## config.mk

```make
export PLATFORM = sky130hd
export DESIGN_NAME = band_selector
export DESIGN_NICKNAME = d
export VERILOG_FILES = /design/src/rtl/band_sel_pkg.sv /design/src/rtl/bsel_edge_sync.sv /design/src/rtl/bsel_window_timer.sv /design/src/rtl/bsel_cross_counter.sv /design/src/rtl/bsel_classifier.sv /design/src/rtl/band_selector.sv
export SDC_FILE = /design/constraint.sdc
export NUM_CORES = 1
export LEC_CHECK = 0
export BUFFER_PORTS_ARGS = -buffer_cell sky130_fd_sc_hd__buf_4
export CORE_MARGIN = 5
export CORE_UTILIZATION = 28
export DETAILED_ROUTE_END_ITERATION = 7
export MAX_ROUTING_LAYER = met4
export PLACE_DENSITY = 0.48
export RECOVER_POWER = 25
export SYNTH_ARGS = -nofsm -noshare
export SYNTH_HDL_FRONTEND = slang
export SYNTH_SLANG_ARGS = --single-unit
```

## constraint.sdc

```tcl
create_clock -name clk -period 2.6 [get_ports clk]
set_input_delay 0 -clock clk [delete_from_list [all_inputs] [get_ports clk]]
set_output_delay 0 -clock clk [all_outputs]
set_load 0.005 [all_outputs]
```

## src/rtl/band_sel_pkg.sv

```systemverilog
package band_sel_pkg;

   typedef enum logic [1:0] {
      CLS_NONE = 2'd0,
      CLS_LO   = 2'd1,
      CLS_HI   = 2'd2
   } cls_t;

   typedef enum logic {
      BAND_LO = 1'b0,
      BAND_HI = 1'b1
   } band_t;

endpackage

```

## src/rtl/bsel_edge_sync.sv

```systemverilog
module bsel_edge_sync #(
   parameter int SYNC_STAGES = 2
) (
   input  logic clk,
   input  logic rst,
   input  logic sig_in,
   output logic rise_p
);
   logic sig_s;
   logic prev_q;

   generate
      if (SYNC_STAGES == 0) begin : g_direct
         assign sig_s = sig_in;
      end else begin : g_sync
         logic [SYNC_STAGES-1:0] chain_q;
         always_ff @(posedge clk) begin
            if (rst) begin
               chain_q <= '0;
            end else begin
               chain_q[0] <= sig_in;
               for (int k = 1; k < SYNC_STAGES; k++) begin
                  chain_q[k] <= chain_q[k-1];
               end
            end
         end
         assign sig_s = chain_q[SYNC_STAGES-1];
      end
   endgenerate

   always_ff @(posedge clk) begin
      if (rst) prev_q <= 1'b0;
      else     prev_q <= sig_s;
   end

   assign rise_p = sig_s & ~prev_q;
endmodule

```

## src/rtl/bsel_window_timer.sv

```systemverilog
module bsel_window_timer #(
   parameter int WIN_CYCLES = 35080
) (
   input  logic clk,
   input  logic rst,
   output logic win_end
);
   localparam int TW = (WIN_CYCLES > 2) ? $clog2(WIN_CYCLES) : 1;
   localparam logic [TW-1:0] LAST = TW'(WIN_CYCLES - 1);

   logic [TW-1:0] tick_q;

   assign win_end = (tick_q == LAST);

   always_ff @(posedge clk) begin
      if (rst)          tick_q <= '0;
      else if (win_end) tick_q <= '0;
      else              tick_q <= tick_q + 1'b1;
   end
endmodule

```

## src/rtl/bsel_cross_counter.sv

```systemverilog
module bsel_cross_counter #(
   parameter int CNT_W = 5
) (
   input  logic             clk,
   input  logic             rst,
   input  logic             rise_p,
   input  logic             win_end,
   output logic [CNT_W-1:0] tally
);
   localparam logic [CNT_W-1:0] TOP = {CNT_W{1'b1}};

   logic [CNT_W-1:0] cnt_q;

   // count that includes an edge landing in the closing cycle, held at TOP
   assign tally = (rise_p && (cnt_q != TOP)) ? cnt_q + 1'b1 : cnt_q;

   always_ff @(posedge clk) begin
      if (rst)          cnt_q <= '0;
      else if (win_end) cnt_q <= '0;
      else              cnt_q <= tally;
   end
endmodule

```

## src/rtl/bsel_classifier.sv

```systemverilog
module bsel_classifier
   import band_sel_pkg::*;
#(
   parameter int CNT_W  = 5,
   parameter int LO_MIN = 3,
   parameter int LO_MAX = 6,
   parameter int HI_MIN = 9,
   parameter int HI_MAX = 21
) (
   input  logic [CNT_W-1:0] tally,
   output cls_t             cls
);
   int unsigned n;

   always_comb begin
      n = int'(tally);
      if (n >= LO_MIN && n <= LO_MAX)      cls = CLS_LO;
      else if (n >= HI_MIN && n <= HI_MAX) cls = CLS_HI;
      else                                 cls = CLS_NONE;
   end
endmodule

```

## src/rtl/band_selector.sv

```systemverilog
module band_selector
   import band_sel_pkg::*;
#(
   parameter int WIN_CYCLES  = 35080,
   parameter int LO_MIN      = 3,
   parameter int LO_MAX      = 6,
   parameter int HI_MIN      = 9,
   parameter int HI_MAX      = 21,
   parameter int SYNC_STAGES = 2
) (
   input  logic clk,
   input  logic rst,
   input  logic sq_in,
   output logic band_hi,
   output logic band_chg,
   output logic in_band
);
   localparam int CNT_W = $clog2(HI_MAX + 2);

   generate
      if (WIN_CYCLES < 2) begin : g_bad_win
         $error("band_selector: WIN_CYCLES must be at least 2");
      end
      if (LO_MIN < 1 || LO_MIN > LO_MAX) begin : g_bad_lo
         $error("band_selector: low band limits out of order");
      end
      if (LO_MAX >= HI_MIN || HI_MIN > HI_MAX) begin : g_bad_hi
         $error("band_selector: high band must lie above the low band");
      end
      if (SYNC_STAGES < 0 || SYNC_STAGES > 4) begin : g_bad_sync
         $error("band_selector: SYNC_STAGES must be 0 to 4");
      end
   endgenerate

   logic             rise_p;
   logic             win_end;
   logic [CNT_W-1:0] tally;
   cls_t             cls;

   band_t band_q;
   logic  inb_q;
   logic  chg_q;

   bsel_edge_sync #(.SYNC_STAGES(SYNC_STAGES)) u_edge (
      .clk   (clk),
      .rst   (rst),
      .sig_in(sq_in),
      .rise_p(rise_p)
   );

   bsel_window_timer #(.WIN_CYCLES(WIN_CYCLES)) u_timer (
      .clk    (clk),
      .rst    (rst),
      .win_end(win_end)
   );

   bsel_cross_counter #(.CNT_W(CNT_W)) u_count (
      .clk    (clk),
      .rst    (rst),
      .rise_p (rise_p),
      .win_end(win_end),
      .tally  (tally)
   );

   bsel_classifier #(
      .CNT_W (CNT_W),
      .LO_MIN(LO_MIN),
      .LO_MAX(LO_MAX),
      .HI_MIN(HI_MIN),
      .HI_MAX(HI_MAX)
   ) u_cls (
      .tally(tally),
      .cls  (cls)
   );

   // sticky decision: only an in-band verdict for the other band moves it
   always_ff @(posedge clk) begin
      if (rst) begin
         band_q <= BAND_LO;
         inb_q  <= 1'b0;
         chg_q  <= 1'b0;
      end else if (win_end) begin
         unique case (cls)
            CLS_LO: begin
               inb_q  <= 1'b1;
               chg_q  <= (band_q != BAND_LO);
               band_q <= BAND_LO;
            end
            CLS_HI: begin
               inb_q  <= 1'b1;
               chg_q  <= (band_q != BAND_HI);
               band_q <= BAND_HI;
            end
            default: begin
               inb_q <= 1'b0;
               chg_q <= 1'b0;
            end
         endcase
      end else begin
         chg_q <= 1'b0;
      end
   end

   assign band_hi  = band_q;
   assign in_band  = inb_q;
   assign band_chg = chg_q;
endmodule

```

## Yosys cells after proc, flatten, opt, wreduce, memory -nomap -nowiden

Cells that the tools add are included.
Widths: inputs -> output; s select.

- Bits in registers: 27
- Latch bits: 0
- Memory bits (writable): 0
- ROM bits: 0
- Word-level logic and storage cells: 35
- Memories: 0

- Add/sub/neg operators: 2
- $mul: 0
- Divide/modulo/power cells: 0
- $lt $le $gt $ge: 4
- Eq/ne operators: 4
- Shifts and indexed selects: 0
- Mux-type cells: 6
- Bitwise operators: 4
- Reductions and logical operators: 8

Operator list:

| operator | number |
|---|---|
| $add 16x1->16 const B | 1 |
| $eq 16x16->1 const B | 1 |
| $reduce_or 2->1 | 3 |
| $add 5x1->5 const B | 1 |
| $ge 5x2->1 const B | 1 |
| $ge 5x4->1 const B | 1 |
| $le 5x3->1 const B | 1 |
| $le 5x5->1 const B | 1 |
| $mux 5 | 1 |
| $ne 5x5->1 const B | 1 |
| $mux 2 | 2 |
| $pmux 1 s2 | 2 |
| $logic_and 1x1->1 | 3 |
| $not 1->1 | 3 |
| $eq 2x1->1 const B | 1 |
| $eq 2x2->1 const B | 1 |
| $reduce_and 2->1 | 1 |
| $reduce_bool 2->1 | 1 |
| $and 1x1->1 | 1 |
| $mux 1 | 1 |

## Longest topological paths before layout

- Word-level depth: 11
- Depth in mapped cells: 9
- Mapped depth without buffers: 8

## By module

Synthesis repeated with hierarchy kept, for this count alone.

- Cell total of the unflattened synthesis: 134
- Area, all modules: 1,296.2 sq um

By module, submodules not included:

| module | times used | cells each | area an instance (sq um) | seq. area each (sq um) |
|---|---|---|---|---|
| bsel_window_timer | 1 | 82 | 739.5 | 320.3 |
| bsel_cross_counter | 1 | 24 | 264.0 | 100.1 |
| band_selector | 1 | 15 | 155.1 | 60.1 |
| bsel_edge_sync | 1 | 7 | 87.6 | 60.1 |
| bsel_classifier | 1 | 6 | 50.0 | 0.0 |

## Worst setup path before layout

No wires, ideal clock.

- Kind: reg2reg
- From: reg u_count.cnt_q[0]
- To: reg band_q, in the netlist band_hi
- Setup time: 0.088 ns
- Arrival: 2.313 ns
- Required time: 2.512 ns
- Setup slack: 0.199 ns
- Stages on the path, launching flop included: 10
- Buffers on the path: 1
- Clock period less this slack: 2.401 ns
- Cells stage by stage: dfxtp_1 -> ha_1 -> and3_1 -> ha_1 -> or3b_1 -> buf_2 -> or3_4 -> and3b_1 -> and3_1 -> o32ai_2

- Word-level cells in the longest chain between the ends: 10
- Elaborated cells between the ends (all ways): 17

RTL lines:

| element | line | RTL |
|---|---|---|
| start, declared | bsel_cross_counter.sv:12 | `logic [CNT_W-1:0] cnt_q;` |
| start signal, assigned | bsel_cross_counter.sv:20 | `else cnt_q <= tally;` |
| branches (longest 2 deep; another with $add 5x1->5) | n/a |  |
| $mux 5 * | bsel_cross_counter.sv:15 | `assign tally = (rise_p && (cnt_q != TOP)) ? cnt_q + 1'b1 : cnt_q;` |
| $ge 5x4->1 / $le 5x5->1 (equally long branches) | bsel_classifier.sv:18 | `else if (n >= HI_MIN && n <= HI_MAX) cls = CLS_HI;` |
| $logic_and 1x1->1 | bsel_classifier.sv:18 |  |
| $mux 2 | bsel_classifier.sv:18 |  |
| $mux 2 * | bsel_classifier.sv:17 | `if (n >= LO_MIN && n <= LO_MAX) cls = CLS_LO;` |
| $eq 2x2->1 / $eq 2x1->1 (equally long branches) | band_selector.sv:83 | `unique case (cls)` |
| $reduce_bool 2->1 (no source line) | n/a |  |
| $reduce_and 2->1 (no source line) | n/a |  |
| end signal, assigned | band_selector.sv:79 | `band_q <= BAND_LO;` |
| end signal, assigned | band_selector.sv:87 | `band_q <= BAND_LO;` |
| end signal, assigned | band_selector.sv:92 | `band_q <= BAND_HI;` |
| end, declared | band_selector.sv:40 | `band_t band_q;` |

Every way passes the cells marked *.
A chain may end at the register's enable or synchronous reset.

## Final worst setup path

Ends and elaborated chain as after synthesis.

==> results by group <==
Routing
  • Via count: 906
  • DR pass1 iterations: 2
  • Routed Antenna Nets: 0
  • Wirelength per Cell: 11.3 um
  • DRT iter0 DRCs: 43
  • Drc violations: 0
  • Post-DR vias/cell: 4.65
  • Drt total wl: 2.20 mm

Placement
  • Pre-CTS setup slack: 0.0598 ns
  • GPL Wtd Cong: 0.746
  • Post-DP HPWL: 1.64 mm
  • IO Port Bufs: 5

Worst setup path
  • Startpoint types: flip-flop
  • Crit path max-delay family: simple AND/OR/NAND/NOR gates
  • Worst Path Buf+Inv: 0
  • Cell Chain, Critical Path: ha_1 -> and3_1 -> ha_1 -> or3b_4 -> or3_4 -> and3b_1 -> and3_1 -> o32ai_2
  • Crit-path slowest cell: or3b_4
  • CP Capture Type: flip-flop
  • Worst stage delay on the critical path: 0.44 ns
  • Critical Path RT: 2.79 ns
  • Worst-path maximum fanout: 7
  • Setup CP Type: reg2reg
  • Worst endpoint data arrival time: 2.64 ns

Floorplanning
  • Boundary Pins: 6
  • # rows: 24
  • Initial Utilization: 0.284
  • Die area: 5750 um^2
  • Total core area: 4260 um^2
  • Die height: 75.8 um
  • Die width: 75.8 um

Clock tree
  • CTS Buf Count: 3
  • H-tree depth: 1
  • Clk buf depth: 2
  • CTS clock-pin slew for the worst setup and hold paths: 0.10 ns
  • TritonCTS clock tree: yes
  • # clock sinks: 27
  • CTS Root Cell: clkbuf_8
  • Worst skew pair latency: 0.27 ns

STA
  • Fin crit share: 0.942
  • Final worst setup slack: 0.150 ns
  • Fin. max-slew vios: 0
  • Max Freq: 408 MHz
  • Endpoints failing setup: 0
  • Final min period: 2.45 ns
  • Clock Skew: 0.00418 ns
  • Relative slew slack: 0.531
  • RSZ-0062 raised after global routing: no
  • Actual slew at the worst max-slew pin: 0.704 ns
  • Fin. Hold Viols: 0
  • Setup_tns: 0 ns

Global routing
  • First-pass GRT wire length: 3.97 mm
  • Pin count of the biggest net entering global routing: 22
  • Initial antenna violation count: 0
  • Global Route Usage Sum: 0.0914
  • Total grt overflow: 0
  • Vias in the first global route: 909

Synthesis
  • Yosys warning total: 0
  • Synth cell types: 34
  • Synth Area per Inst: 9.05 um^2
  • Register area share after synthesis: 0.446
  • Post-synth EDFFs: 0
  • Cell Area, Synth: 1210 um^2
  • Syn nets: 140
  • Top FF cell, synth: dfxtp_1
  • FF+latch count, synth: 27
  • Syn Inst Count: 134
  • Post-synth ARST share: 0

Cells and area
  • Area delta synth->final: 13.8%
  • Nets: 150
  • Antenna diode count: 0
  • Layout cell share with drive strength beyond 1: 0.0909

Power and ir drop
  • Power per cell area: 511 nW/um^2
  • Leakage: 0.482 nW
  • VDD IR max: 0.312 mV

Flow run
  • # Max-Cap Violations: 0

Outcome
  • Status: complete, no violations

Worst hold path
  • Worst hold path type: reg2reg
==> logic make-up after synthesis <==
group / share of synthesized area
and+or+nand+nor: 0.290
DFF: 0.446
xor gates and xnor gates: 0.123
AOI/OAI and AO/OA: 0.0629
buffers and inverters: 0.0217
muxes: 0.0258
adders and majority gates: 0.0310
==> stage by stage <==
step                 util  instance area, um^2  hold WS (ns)  cells  power, W
finish              0.324                 1380         0.452    195  0.000706
CTS                 0.324                 1380         0.456    195  0.000722
floorplan               -                 1210        0.0716    134  0.000457
global placement    0.305                 1300         0.221    188  0.000464
global route        0.324                 1380         0.483    195  0.000740
detailed placement  0.305                 1300         0.222    188  0.000466
==> report_power, final <==
part	total, W	switching [W]	internal, W
clock network	0.000247	0.000135	0.000112
registers	0.000426	0.00000584	0.000421
logic	0.0000325	0.0000167	0.0000159
total	0.000706	0.000157	0.000549
==> synth_stat cells (all sizes together), types with 4 or more instances <==
library cell | instances | area share
and3 | 4 | 0.021
dfxtp | 27 | 0.45
nand2 | 9 | 0.028
nand3 | 5 | 0.021
nor2 | 27 | 0.084
nor2b | 4 | 0.021
xnor2 | 10 | 0.072
xor2 | 7 | 0.051
==> state kept, by name (all words and copies together) (netlist names) <==
| register | count |
|---|---|
| band_hi | 1 |
| u_timer.tick_q | 16 |
| u_edge.g_sync.chain_q | 2 |
| u_count.cnt_q | 5 |
| u_edge.prev_q | 1 |
| in_band | 1 |
| band_chg | 1 |
==> path summary, 6_finish.rpt <==
check | from | end | slack, ns | cells after the start
hold reg to reg | u_timer.tick_q[0]$_SDFF_PP0_ | u_timer.tick_q[0]$_SDFF_PP0_ | 0.45 | 1
hold / removal | u_timer.tick_q[0]$_SDFF_PP0_ | u_timer.tick_q[0]$_SDFF_PP0_ | 0.45 | 1
setup reg to reg | u_count.cnt_q[0]$_SDFF_PP0_ | band_hi$_SDFFE_PP0P_ | 0.15 | 8
setup / recovery | u_count.cnt_q[0]$_SDFF_PP0_ | band_hi$_SDFFE_PP0P_ | 0.15 | 8
==> timing repair <==
item / in CTS / in global routing
setup endpoints to repair: 0 / 2
hold endpoints to repair: 5 / 0
hold buffers: 3 / 0
resized for setup: 0 / 3
setup buffers: 0 / 0
==> area by class of cell <==
| class | instances | area (um^2) |
|---|---|---|
| fill | 465 | 2880 |
| multi-input combinational | 101 | 648 |
| sequential | 27 | 542 |
| tap | 52 | 65.1 |
| timing repair buffer | 8 | 63.8 |
| clock buffer | 3 | 41.3 |
| inverter | 3 | 11.3 |
| clock inverter | 1 | 8.76 |
==> worst register-to-register path, cell delays in order (launching register included) <==
cell and delay, ns:
dfxtp_2 0.36, ha_1 0.21, and3_1 0.16, ha_1 0.20
or3b_4 0.44, or3_4 0.40, and3b_1 0.21, and3_1 0.19
o32ai_2 0.20
==> cell usage in the layout (no fill, tap or decap), types with 3 or more instances in the layout <==
| cell | synthesis | layout |
|---|---|---|
| clkbuf_8 | 0 | 3 |
| ha_1 | 3 | 3 |
| xnor2_1 | 10 | 10 |
| xor2_1 | 7 | 7 |
| and3_1 | 4 | 4 |
| nand3_1 | 5 | 5 |
| dlygate4sd3_1 | 0 | 3 |
| inv_1 | 3 | 3 |
| a21oi_1 | 3 | 3 |
| nand4_1 | 3 | 3 |
| nor2_1 | 27 | 27 |
| nand2_1 | 9 | 9 |
| nor2b_1 | 4 | 4 |
| dfxtp_1 | 27 | 26 |
| clkbuf_4 | 0 | 3 |
==> routing by layer <==
layer | share of wire | up-vias | global-route usage
li1 | - | 475 | -
met1 | 0.47 | 422 | 0.104
met2 | 0.49 | 7 | 0.162
met3 | 0.035 | 2 | 0.0277
met4 | 0.0018 | 0 | 0.0117
met5 | 0 | - | -
Power figures use the tool's default switching activity.
